**src/rtl/cw_pkg.sv**
```systemverilog
package cw_pkg;
  typedef enum logic [3:0] {
    S_IDLE,
    S_STAT_REQ,
    S_STAT_CHK,
    S_PTR_REQ,
    S_PTR_CHK,
    S_LID_REQ,
    S_LID_CHK,
    S_EXT_REQ,
    S_EXT_CAP,
    S_EXT_CHK
  } walk_state_t;
endpackage

```
**src/rtl/cw_hop_guard.sv**
```systemverilog
module cw_hop_guard #(
  parameter int LIMIT = 48
) (
  input  logic clk,
  input  logic rst_n,
  input  logic clr_i,
  input  logic inc_i,
  output logic full_o
);
  localparam int CW = $clog2(LIMIT + 1);
  localparam logic [CW-1:0] LIM = CW'(LIMIT);

  logic [CW-1:0] cnt;

  always_ff @(posedge clk or negedge rst_n) begin
    if (!rst_n)     cnt <= '0;
    else if (clr_i) cnt <= '0;
    else if (inc_i) cnt <= cnt + 1'b1;
  end

  assign full_o = (cnt == LIM);


  cnt_limit_chk: assert property (@(posedge clk) disable iff (!rst_n) cnt <= LIM);

  inc_when_full_chk: assert property (@(posedge clk) disable iff (!rst_n) inc_i |-> !full_o);
endmodule

```
**src/rtl/cw_hdr_asm.sv**
```systemverilog
module cw_hdr_asm #(
  parameter int NBYTES = 4
) (
  input  logic                       clk,
  input  logic                       rst_n,
  input  logic                       clr_i,
  input  logic                       shift_i,
  input  logic [7:0]                 byte_i,
  output logic [$clog2(NBYTES)-1:0]  idx_o,
  output logic                       last_o,
  output logic [8*NBYTES-1:0]        word_o
);
  localparam int IW = $clog2(NBYTES);
  localparam logic [IW-1:0] LAST = IW'(NBYTES - 1);

  logic [IW-1:0] idx;

  always_ff @(posedge clk or negedge rst_n) begin
    if (!rst_n)       idx <= '0;
    else if (clr_i)   idx <= '0;
    else if (shift_i) idx <= idx + 1'b1;
  end

  for (genvar g = 0; g < NBYTES; g++) begin : g_lane
    logic [7:0] lane;
    always_ff @(posedge clk or negedge rst_n) begin
      if (!rst_n)                                lane <= '0;
      else if (shift_i && idx == IW'(g))         lane <= byte_i;
    end
    assign word_o[8*g +: 8] = lane;
  end

  assign idx_o  = idx;
  assign last_o = (idx == LAST);


  idx_wrap_chk: assert property (@(posedge clk) disable iff (!rst_n)
    (shift_i && last_o && !clr_i) |=> (idx_o == '0));
endmodule

```
**src/rtl/cap_chain_walker.sv**
```systemverilog
module cap_chain_walker
  import cw_pkg::*;
#(
  parameter int AW          = 12,
  parameter int LEG_HOP_MAX = 48,
  parameter int EXT_HOP_MAX = 1024,
  parameter int STATUS_OFF  = 6,
  parameter int CAPS_BIT    = 4,
  parameter int LEG_HEAD    = 'h34,
  parameter int LEG_FLOOR   = 'h40,
  parameter int EXT_BASE    = 'h100,
  parameter int PCIE_ID     = 'h10,
  parameter int HDR_BYTES   = 4
) (
  input  logic          clk,
  input  logic          rst_n,
  input  logic          start_i,
  input  logic [15:0]   target_id_i,
  input  logic          ext_sel_i,
  input  logic          space_4k_i,
  output logic          rd_en_o,
  output logic [AW-1:0] rd_addr_o,
  input  logic [7:0]    rd_data_i,
  output logic          busy_o,
  output logic          done_o,
  output logic          found_o,
  output logic [AW-1:0] match_off_o,
  output logic [3:0]    ext_ver_o,
  output logic          is_pcie_o,
  output logic          error_o
);
  localparam int HW = 8 * HDR_BYTES;
  localparam int IW = $clog2(HDR_BYTES);
  localparam logic [AW-1:0] A_STATUS = AW'(STATUS_OFF);
  localparam logic [AW-1:0] A_HEAD   = AW'(LEG_HEAD);
  localparam logic [7:0]    P_FLOOR  = 8'(LEG_FLOOR);
  localparam logic [AW-1:0] A_EXT    = AW'(EXT_BASE);
  localparam logic [7:0]    ID_PCIE  = 8'(PCIE_ID);
  localparam logic [AW-1:0] A_ALIGN  = ~AW'(3);

  walk_state_t   st;
  logic [AW-1:0] ptr_addr, entry, ext_ptr, off_q;
  logic [15:0]   tgt_q;
  logic          ext_q, sp4k_q;
  logic          found_q, pcie_q, err_q, done_q;
  logic [3:0]    ver_q;

  logic          leg_full, ext_full;
  logic          leg_inc, ext_inc, guard_clr;
  logic          hdr_clr, hdr_shift, hdr_last;
  logic [IW-1:0] hdr_idx;
  logic [HW-1:0] hdr;

  logic [7:0]    leg_ptr;
  logic          leg_ok, leg_end, want_ext, leg_hit;
  logic [AW-1:0] ext_next;
  logic          ext_ok, ext_hit;

  assign leg_ptr  = rd_data_i & 8'hFC;
  assign leg_ok   = (leg_ptr >= P_FLOOR);
  assign leg_end  = (st == S_PTR_CHK) && !leg_ok;
  assign want_ext = ext_q && sp4k_q;
  assign leg_hit  = !ext_q && (tgt_q[15:8] == 8'h00) && (rd_data_i == tgt_q[7:0]);

  assign ext_next = hdr[HW-1:HW-AW] & A_ALIGN;
  assign ext_ok   = (ext_next >= A_EXT);
  assign ext_hit  = (hdr[15:0] == tgt_q);

  assign guard_clr = (st == S_IDLE) && start_i;
  assign leg_inc   = (st == S_PTR_CHK) && leg_ok && !leg_full;
  assign ext_inc   = (leg_end && want_ext) ||
                     ((st == S_EXT_CHK) && !ext_hit && ext_ok && !ext_full);
  assign hdr_shift = (st == S_EXT_CAP);
  assign hdr_clr   = (st == S_EXT_CHK) || (st == S_IDLE);

  cw_hop_guard #(.LIMIT(LEG_HOP_MAX)) u_leg_guard (
    .clk(clk), .rst_n(rst_n), .clr_i(guard_clr), .inc_i(leg_inc), .full_o(leg_full)
  );

  cw_hop_guard #(.LIMIT(EXT_HOP_MAX)) u_ext_guard (
    .clk(clk), .rst_n(rst_n), .clr_i(guard_clr), .inc_i(ext_inc), .full_o(ext_full)
  );

  cw_hdr_asm #(.NBYTES(HDR_BYTES)) u_hdr (
    .clk(clk), .rst_n(rst_n), .clr_i(hdr_clr), .shift_i(hdr_shift),
    .byte_i(rd_data_i), .idx_o(hdr_idx), .last_o(hdr_last), .word_o(hdr)
  );

  always_comb begin
    rd_en_o   = 1'b0;
    rd_addr_o = '0;
    unique case (st)
      S_STAT_REQ: begin rd_en_o = 1'b1; rd_addr_o = A_STATUS; end
      S_PTR_REQ:  begin rd_en_o = 1'b1; rd_addr_o = ptr_addr; end
      S_LID_REQ:  begin rd_en_o = 1'b1; rd_addr_o = entry; end
      S_EXT_REQ:  begin rd_en_o = 1'b1; rd_addr_o = ext_ptr + AW'(hdr_idx); end
      default: ;
    endcase
  end

  always_ff @(posedge clk or negedge rst_n) begin
    if (!rst_n) begin
      st       <= S_IDLE;
      ptr_addr <= '0;
      entry    <= '0;
      ext_ptr  <= '0;
      off_q    <= '0;
      tgt_q    <= '0;
      ext_q    <= 1'b0;
      sp4k_q   <= 1'b0;
      found_q  <= 1'b0;
      pcie_q   <= 1'b0;
      err_q    <= 1'b0;
      done_q   <= 1'b0;
      ver_q    <= '0;
    end else begin
      done_q <= 1'b0;
      unique case (st)
        S_IDLE: if (start_i) begin
          tgt_q   <= target_id_i;
          ext_q   <= ext_sel_i;
          sp4k_q  <= space_4k_i;
          found_q <= 1'b0;
          pcie_q  <= 1'b0;
          err_q   <= 1'b0;
          off_q   <= '0;
          ver_q   <= '0;
          st      <= S_STAT_REQ;
        end
        S_STAT_REQ: st <= S_STAT_CHK;
        S_STAT_CHK: begin
          if (rd_data_i[CAPS_BIT]) begin
            ptr_addr <= A_HEAD;
            st       <= S_PTR_REQ;
          end else begin
            done_q <= 1'b1;
            st     <= S_IDLE;
          end
        end
        S_PTR_REQ: st <= S_PTR_CHK;
        S_PTR_CHK: begin
          if (!leg_ok) begin
            if (want_ext) begin
              ext_ptr <= A_EXT;
              st      <= S_EXT_REQ;
            end else begin
              done_q <= 1'b1;
              st     <= S_IDLE;
            end
          end else if (leg_full) begin
            err_q  <= 1'b1;
            done_q <= 1'b1;
            st     <= S_IDLE;
          end else begin
            entry <= AW'(leg_ptr);
            st    <= S_LID_REQ;
          end
        end
        S_LID_REQ: st <= S_LID_CHK;
        S_LID_CHK: begin
          if (rd_data_i == ID_PCIE) pcie_q <= 1'b1;
          if (leg_hit) begin
            found_q <= 1'b1;
            off_q   <= entry;
            done_q  <= 1'b1;
            st      <= S_IDLE;
          end else begin
            ptr_addr <= entry + AW'(1);
            st       <= S_PTR_REQ;
          end
        end
        S_EXT_REQ: st <= S_EXT_CAP;
        S_EXT_CAP: st <= hdr_last ? S_EXT_CHK : S_EXT_REQ;
        S_EXT_CHK: begin
          if (ext_hit) begin
            found_q <= 1'b1;
            off_q   <= ext_ptr;
            ver_q   <= hdr[19:16];
            done_q  <= 1'b1;
            st      <= S_IDLE;
          end else if (!ext_ok) begin
            done_q <= 1'b1;
            st     <= S_IDLE;
          end else if (ext_full) begin
            err_q  <= 1'b1;
            done_q <= 1'b1;
            st     <= S_IDLE;
          end else begin
            ext_ptr <= ext_next;
            st      <= S_EXT_REQ;
          end
        end
        default: st <= S_IDLE;
      endcase
    end
  end

  assign busy_o      = (st != S_IDLE);
  assign done_o      = done_q;
  assign found_o     = found_q;
  assign match_off_o = off_q;
  assign ext_ver_o   = ver_q;
  assign is_pcie_o   = pcie_q;
  assign error_o     = err_q;


  done_pulse_chk: assert property (@(posedge clk) disable iff (!rst_n) done_o |=> !done_o);

  rd_busy_chk: assert property (@(posedge clk) disable iff (!rst_n) rd_en_o |-> busy_o);

  busy_start_chk: assert property (@(posedge clk) disable iff (!rst_n) $rose(busy_o) |-> $past(start_i));

  done_excl_chk: assert property (@(posedge clk) disable iff (!rst_n) done_o |-> !(found_o && error_o));

  leg_region_chk: assert property (@(posedge clk) disable iff (!rst_n)
    (st == S_LID_REQ) |-> (rd_addr_o >= AW'(LEG_FLOOR) && rd_addr_o < A_EXT && rd_addr_o[1:0] == 2'b00));

  ext_region_chk: assert property (@(posedge clk) disable iff (!rst_n)
    (st == S_EXT_REQ) |-> (rd_addr_o >= A_EXT));

  ext_gate_chk: assert property (@(posedge clk) disable iff (!rst_n)
    (st == S_EXT_REQ) |-> (ext_q && sp4k_q));

  found_align_chk: assert property (@(posedge clk) disable iff (!rst_n)
    (done_o && found_o) |-> (match_off_o[1:0] == 2'b00));
endmodule

```
**config.mk**
```make
export PLATFORM = sky130hd
export DESIGN_NAME = cap_chain_walker
export DESIGN_NICKNAME = d
export VERILOG_FILES = /design/src/rtl/cw_pkg.sv /design/src/rtl/cw_hop_guard.sv /design/src/rtl/cw_hdr_asm.sv /design/src/rtl/cap_chain_walker.sv
export SDC_FILE = /design/constraint.sdc
export NUM_CORES = 1
export LEC_CHECK = 0
export ABC_CLOCK_PERIOD_IN_PS = 3600
export BUFFER_PORTS_ARGS = -buffer_cell sky130_fd_sc_hd__buf_2
export CAP_MARGIN = 0
export CORE_MARGIN = 1.5
export CORE_UTILIZATION = 50
export CTS_CLUSTER_DIAMETER = 120
export DETAILED_ROUTE_END_ITERATION = 6
export MAX_ROUTING_LAYER = met4
export PLACE_DENSITY = 0.76
export SLEW_MARGIN = 20
export SYNTH_ARGS = -nofsm -noshare
export SYNTH_HDL_FRONTEND = slang
export SYNTH_SLANG_ARGS = --single-unit
```
**constraint.sdc**
```tcl
create_clock -name clk -period 3.6 [get_ports clk]
set_input_delay 0.72 -clock clk [delete_from_list [all_inputs] [get_ports clk]]
set_output_delay 0.72 -clock clk [all_outputs]
set_load 0.02 [all_outputs]
```
=== Word-level counts from Yosys, hierarchy flattened ===
Cells that the tools add are included.

* Bits in registers: 123
* Bits in latches: 0
* RAM bits: 0
* Bits in read-only memories: 0
* Input bits: 29
* Word-level logic and storage cells: 159
* Memories kept: 0

* Add/subtract/negate cells: 5
* Multipliers: 0
* Divide/modulo/power cells: 0
* $lt $le $gt $ge: 2
* Eq/ne operators: 31
* Shifts and indexed selects: 0
* Muxes and demuxes: 56
* Bitwise operators: 1
* Reduce and logical (&&, ||, !) cells: 44

{| class="wikitable"
|+ Operators with widths
! operator !! count
|-
| two-way mux 12 bit || 10
|-
| one-hot mux 12 bit (2 select lines) || 2
|-
| one-hot mux 12 bit (4 select lines) || 1
|-
| one-hot mux 4 bit (10 select lines) || 1
|-
| one-hot mux 12 bit (3 select lines) || 1
|-
| != test 2 bit (second input constant) || 14
|-
| two-way mux 11 bit || 2
|-
| two-way mux 4 bit || 5
|-
| two-way mux 1 bit || 18
|-
| equality test 16 bit || 1
|-
| equality test 4 x 3 -> 1 bit (second input constant) || 4
|-
| logical AND 1 bit || 15
|-
| two-way mux 3 bit || 5
|-
| nonzero test 2 bit || 7
|-
| adder 12 x 2 -> 12 bit || 1
|-
| >= comparator 12 x 9 -> 1 bit (second input constant) || 1
|-
| two-way mux 6 bit || 2
|-
| AND reduction 3 bit || 4
|-
| adder 11 x 1 -> 11 bit (second input constant) || 1
|-
| equality test 11 bit (second input constant) || 1
|-
| adder 8 x 1 -> 9 bit (second input constant) || 1
|-
| equality test 4 x 2 -> 1 bit (second input constant) || 2
|-
| equality test 4 bit (second input constant) || 2
|-
| equality test 8 x 5 -> 1 bit (second input constant) || 1
|-
| 26 further kinds || 37
|}

=== Logic depth before layout (Yosys ltp) ===
* Depth in word-level cells: 8
* Mapped depth: 9
* Gate-level depth less buffers: 7

=== Hierarchy ===
Synthesis repeated with hierarchy kept, for this count alone.

* Cells, all modules: 534
* Area, all modules: 5630.4 µm²

{| class="wikitable"
|+ Modules (own cells, without submodules)
! module !! times used !! cells an instance !! area each (µm²) !! seq. area each (µm²)
|-
| cap_chain_walker || 1 || 364 || 3399.5 || 1576.5
|-
| cw_hdr_asm || 1 || 81 || 1327.5 || 850.8
|-
| cw_hop_guard (u_ext_guard) || 1 || 60 || 601.8 || 275.3
|-
| cw_hop_guard (u_leg_guard) || 1 || 29 || 301.5 || 150.1
|}

=== Least setup slack after synthesis ===
No wires, ideal clock.

* Path kind: input -> register
* Start: input rd_data_i[7]
* End: register ptr_addr[3]
* Setup time: 0.125 ns
* Data arrival time: 2.248 ns
* Path slack: 1.227 ns
* Stages: 7
* Buffers on the path: 1
* Path through: clkbuf_1 -> xor2_1 -> nor3_1 -> nand4_1 -> o21a_1 -> nor2b_1 -> mux2_2

* Word-level cells in the longest chain between the ends: 4

{| class="wikitable"
|+ RTL lines
! item !! RTL line !! text
|-
| start, declared || cap_chain_walker.sv:23 || <nowiki>input logic [7:0] rd_data_i,</nowiki>
|-
| equality test 8 bit || cap_chain_walker.sv:63 || <nowiki>assign leg_hit = !ext_q && (tgt_q[15:8] == 8'h00) && (rd_data_i == tgt_q[7:0]);</nowiki>
|-
| logical AND 1 bit || cap_chain_walker.sv:63 ||
|-
| != test 2 bit (no source line) || -- ||
|-
| AND reduction 3 bit (no source line) || -- ||
|-
| end signal, assigned || cap_chain_walker.sv:168 || <nowiki>ptr_addr <= entry + AW'(1);</nowiki>
|-
| end, declared || cap_chain_walker.sv:42 || <nowiki>logic [AW-1:0] ptr_addr, entry, ext_ptr, off_q;</nowiki>
|}

Every way passes these cells.
A chain may end at the register's enable or synchronous reset.

=== Final worst setup path ===
* Start: register st[2]
* End: output rd_addr_o[4]

* Word-level cells in the longest chain between the ends: 2
* Elaborated cells between the ends (all ways): 5
* Those cells by class: 4 x eq/ne; 1 x mux

{| class="wikitable"
|+ RTL lines
! item !! RTL line !! text
|-
| start, declared || cap_chain_walker.sv:41 || <nowiki>walk_state_t st;</nowiki>
|-
| start signal, assigned || cap_chain_walker.sv:173 || <nowiki>S_EXT_CAP: st <= hdr_last ? S_EXT_CHK : S_EXT_REQ;</nowiki>
|-
| equality test 4 x 3 -> 1 bit (tied with other cells) || cap_chain_walker.sv:92 || <nowiki>unique case (st)</nowiki>
|-
| one-hot mux 12 bit (4 select lines) (*) || cap_chain_walker.sv:92 ||
|-
| end, declared || cap_chain_walker.sv:22 || <nowiki>output logic [AW-1:0] rd_addr_o,</nowiki>
|}

Every way passes the cells marked *; elsewhere a longest branch is shown, timed or not.

==> summary.txt <==
I/O pins: 63
CP endpoint kind: output port
total grt overflow: 0
Hold WS: 0.391 ns
crit path from: st[2]
Skew-Pair Late Insertion Delay: 0.40 ns
area leader, netlist: dfrtp_1
top_reg_cell synth: dfrtp_1
fmax: 0.354 GHz
Period minus WS final: 2.82 ns
fin crit share: 0.784
synthesized area per cell: 10.2 um^2
Final Slew Violations: 0
Seq/Total Area, Yosys: 0.515
Least-Margin Pin Slew: 0.761 ns
Port Buffers: 60
Ant. Diodes: 0
row cnt: 37
first-pass GRT wire length: 20,900 um
WL final: 12,600 um
die area: 0.0115 mm^2
Die Y-Extent: 107 um
synth cell count leaders: 122 x nand2_1, 112 x dfrtp_1, 39 x mux2_2, 27 x o21ai_0
DRT iter0 DRCs: 329
nets: 627
clock power share: 0.223
hold buffer count at CTS: 0
clk sinks: 112
ANT nets after route: 0
asr flop ratio synth: 1.00
status: finished clean
Synth top area share: 0.515
Die X: 107 um
CTS tree: done
maxcap violations: 0
post-synthesis register bit count: 112
Final Hold Fails: 0
count leader, synth: nand2_1
DR vias: 4,155
Worst R2R Setup Slack: 1.08 ns
switching pwr: 1.54 mW
Area growth syn-to-layout: 12.4%
vias in the first global route: 4,102
CP Data Arrival Time: 2.10 ns
EDFF count, synth: 0
Setup-failing EPs final: 0
share of layout cells above drive strength 1: 0.235
P_int: 2.57 mW
Mapped Cells: 535
Leak: 2.92 nW
# DRC: 0
Fin Setup TNS: 0 ns
RSZ-0062 raised after global routing: false
critical path start-end classification: flop to output port
Total Routing Usage GR: 0.243
Distinct cells, synth: 51
mapped cell area: 0.00544 mm^2
Clock Tree Buf Depth: 2
Core ar.: 0.0105 mm^2
Via density: 5.68
cell area after layout: 0.00612 mm^2
Finished Layout Cells: 731
share of power burned in combinational logic: 0.303
Max FO, Critical Path: 17
postcts setup bufs: 0
Req. time, crit path: 2.88 ns
# H-tree levels: 3
Ys Warns: 0
initial antenna violation count: 0
post-CTS resize count: 0
synth top area cells: dfrtp_1 51%, nand2_1 8.4%, mux2_2 8.1%
Worst Setup EP: rd_addr_o[4]
Sw Ratio: 0.376
gpl congestion: 0.910
R2R Path Start: st[2]
Reg2Reg Depth: 6
total CTS buffers: 9
Root Buffer: clkbuf_8
drt first pass iters: 5
RR Endpoint: u_ext_guard.cnt[5]
Reg power frac: 0.474
Worst Hold Class: primary input to asynchronous set/reset pin
placed wire-length estimate: 9050 um
Peak VDD IR: 330 uV
drt wl/cell: 17.2 um
largest net degree at the start of global routing: 60
Area after DPL: 0.00587 mm^2
relative slew slack: 0.493
PD cells: 672 mW/mm^2
DP Cell Count: 715
initial core utilization: 0.520
Max Clock Skew: 0.0188 ns
clock-pin slew on the worst setup and hold paths: 0.12 ns
Critical Path Source Type: flop
## flip-flops by register name, indices dropped and copies added (netlist names), 6 cells and up
name / cells
match_off_o: 10
ptr_addr: 7
u_leg_guard.cnt: 6
tgt_q: 16
u_ext_guard.cnt: 11
u_hdr.g_lane.lane: 30
entry: 6
ext_ptr: 10
## metrics by stage
step / setup slack (ns) / total power [mW] / utilization
after floorplan: 1.23 / 2.79 / -
after global routing: 0.635 / 4.37 / 0.585
final: 0.777 / 4.11 / 0.585
after detailed placement: 0.940 / 3.20 / 0.561
after global placement: 1.06 / 3.14 / 0.561
after CTS: 0.782 / 4.12 / 0.585
## how the worst min path moves through the flow
stage	depth (start not counted)	slack, ns	to	from
final	1	0.39	entry[7]	rst_n
after global routing	1	0.44	match_off_o[8]	rst_n
after CTS	1	0.41	ext_ptr[5]	rst_n
after detailed placement	2	0.48	ext_ver_o[2]	ext_ver_o[2]
after global placement	2	0.46	ext_ver_o[2]	ext_ver_o[2]
after floorplan	0	0.42	done_o	rst_n
## cell families (layout without fill, tap and decap cells)
| family | after synthesis | in the layout | share of synthesized area |
|---|---|---|---|
| AOI/OAI and AO/OA | 76 | 76 | 0.0878 |
| xor gates and xnor gates | 29 | 29 | 0.0467 |
| adders and majority gates | 8 | 8 | 0.0184 |
| buffers and inverters | 44 | 103 | 0.0356 |
| DFF | 112 | 112 | 0.515 |
| muxes | 50 | 50 | 0.106 |
| other | 1 | 2 | 0.000689 |
| and+or+nand+nor | 215 | 215 | 0.190 |
## cells in the final DEF, fill, tap and decap left out, types with 4 or more instances in the layout
cell type	n
nand2_1	122
dfrtp_1	112
buf_2	59
mux2_2	39
o21ai_0	27
nor2_1	22
xor2_1	22
inv_1	19
a21oi_1	15
nand3_1	13
and2_1	10
clkbuf_8	9
ha_1	8
buf_4	8
nand4_1	7
xnor2_1	7
a22oi_1	6
or4_1	6
mux2i_1	6
o31ai_1	6
nor4_1	5
mux2_4	5
or3_1	5
nor4_2	4
nor3_1	4
a31oi_1	4
a21o_1	4
## critical path, cell delays in order (launching register included)
cell	delay, ns
dfrtp_1	0.73
nor2b_1	0.49
a22oi_1	0.17
nor2_1	0.14
buf_2	0.18
## power groups by stage
stage / registers [mW] / logic, mW / clock network [mW]
finish: 1.95 / 1.24 / 0.918
global route: 1.98 / 1.40 / 0.988
CTS: 1.93 / 1.25 / 0.936
detailed placement: 1.96 / 1.24 / 0
global placement: 1.94 / 1.20 / 0
floorplan: 1.84 / 0.956 / 0
## layout make-up
class / count / area [um^2]
Clock inverter: 7 / 124
Fill cell: 916 / 4350
Inverter: 19 / 71.3
Multi-Input combinational cell: 380 / 2450
Tap cell: 136 / 170
Sequential cell: 112 / 2800
Clock buffer: 9 / 124
Timing Repair Buffer: 68 / 375
## metal layers
layer	wire (um)	up-vias	part of all wire	GRT usage
li1	-	1941	-	-
met1	5590	2033	0.44	0.327
met2	5890	156	0.47	0.374
met3	786	25	0.063	0.0315
met4	310	0	0.025	0.103
met5	0	-	0	-
No activity file was read; power rests on OpenSTA's default activity.
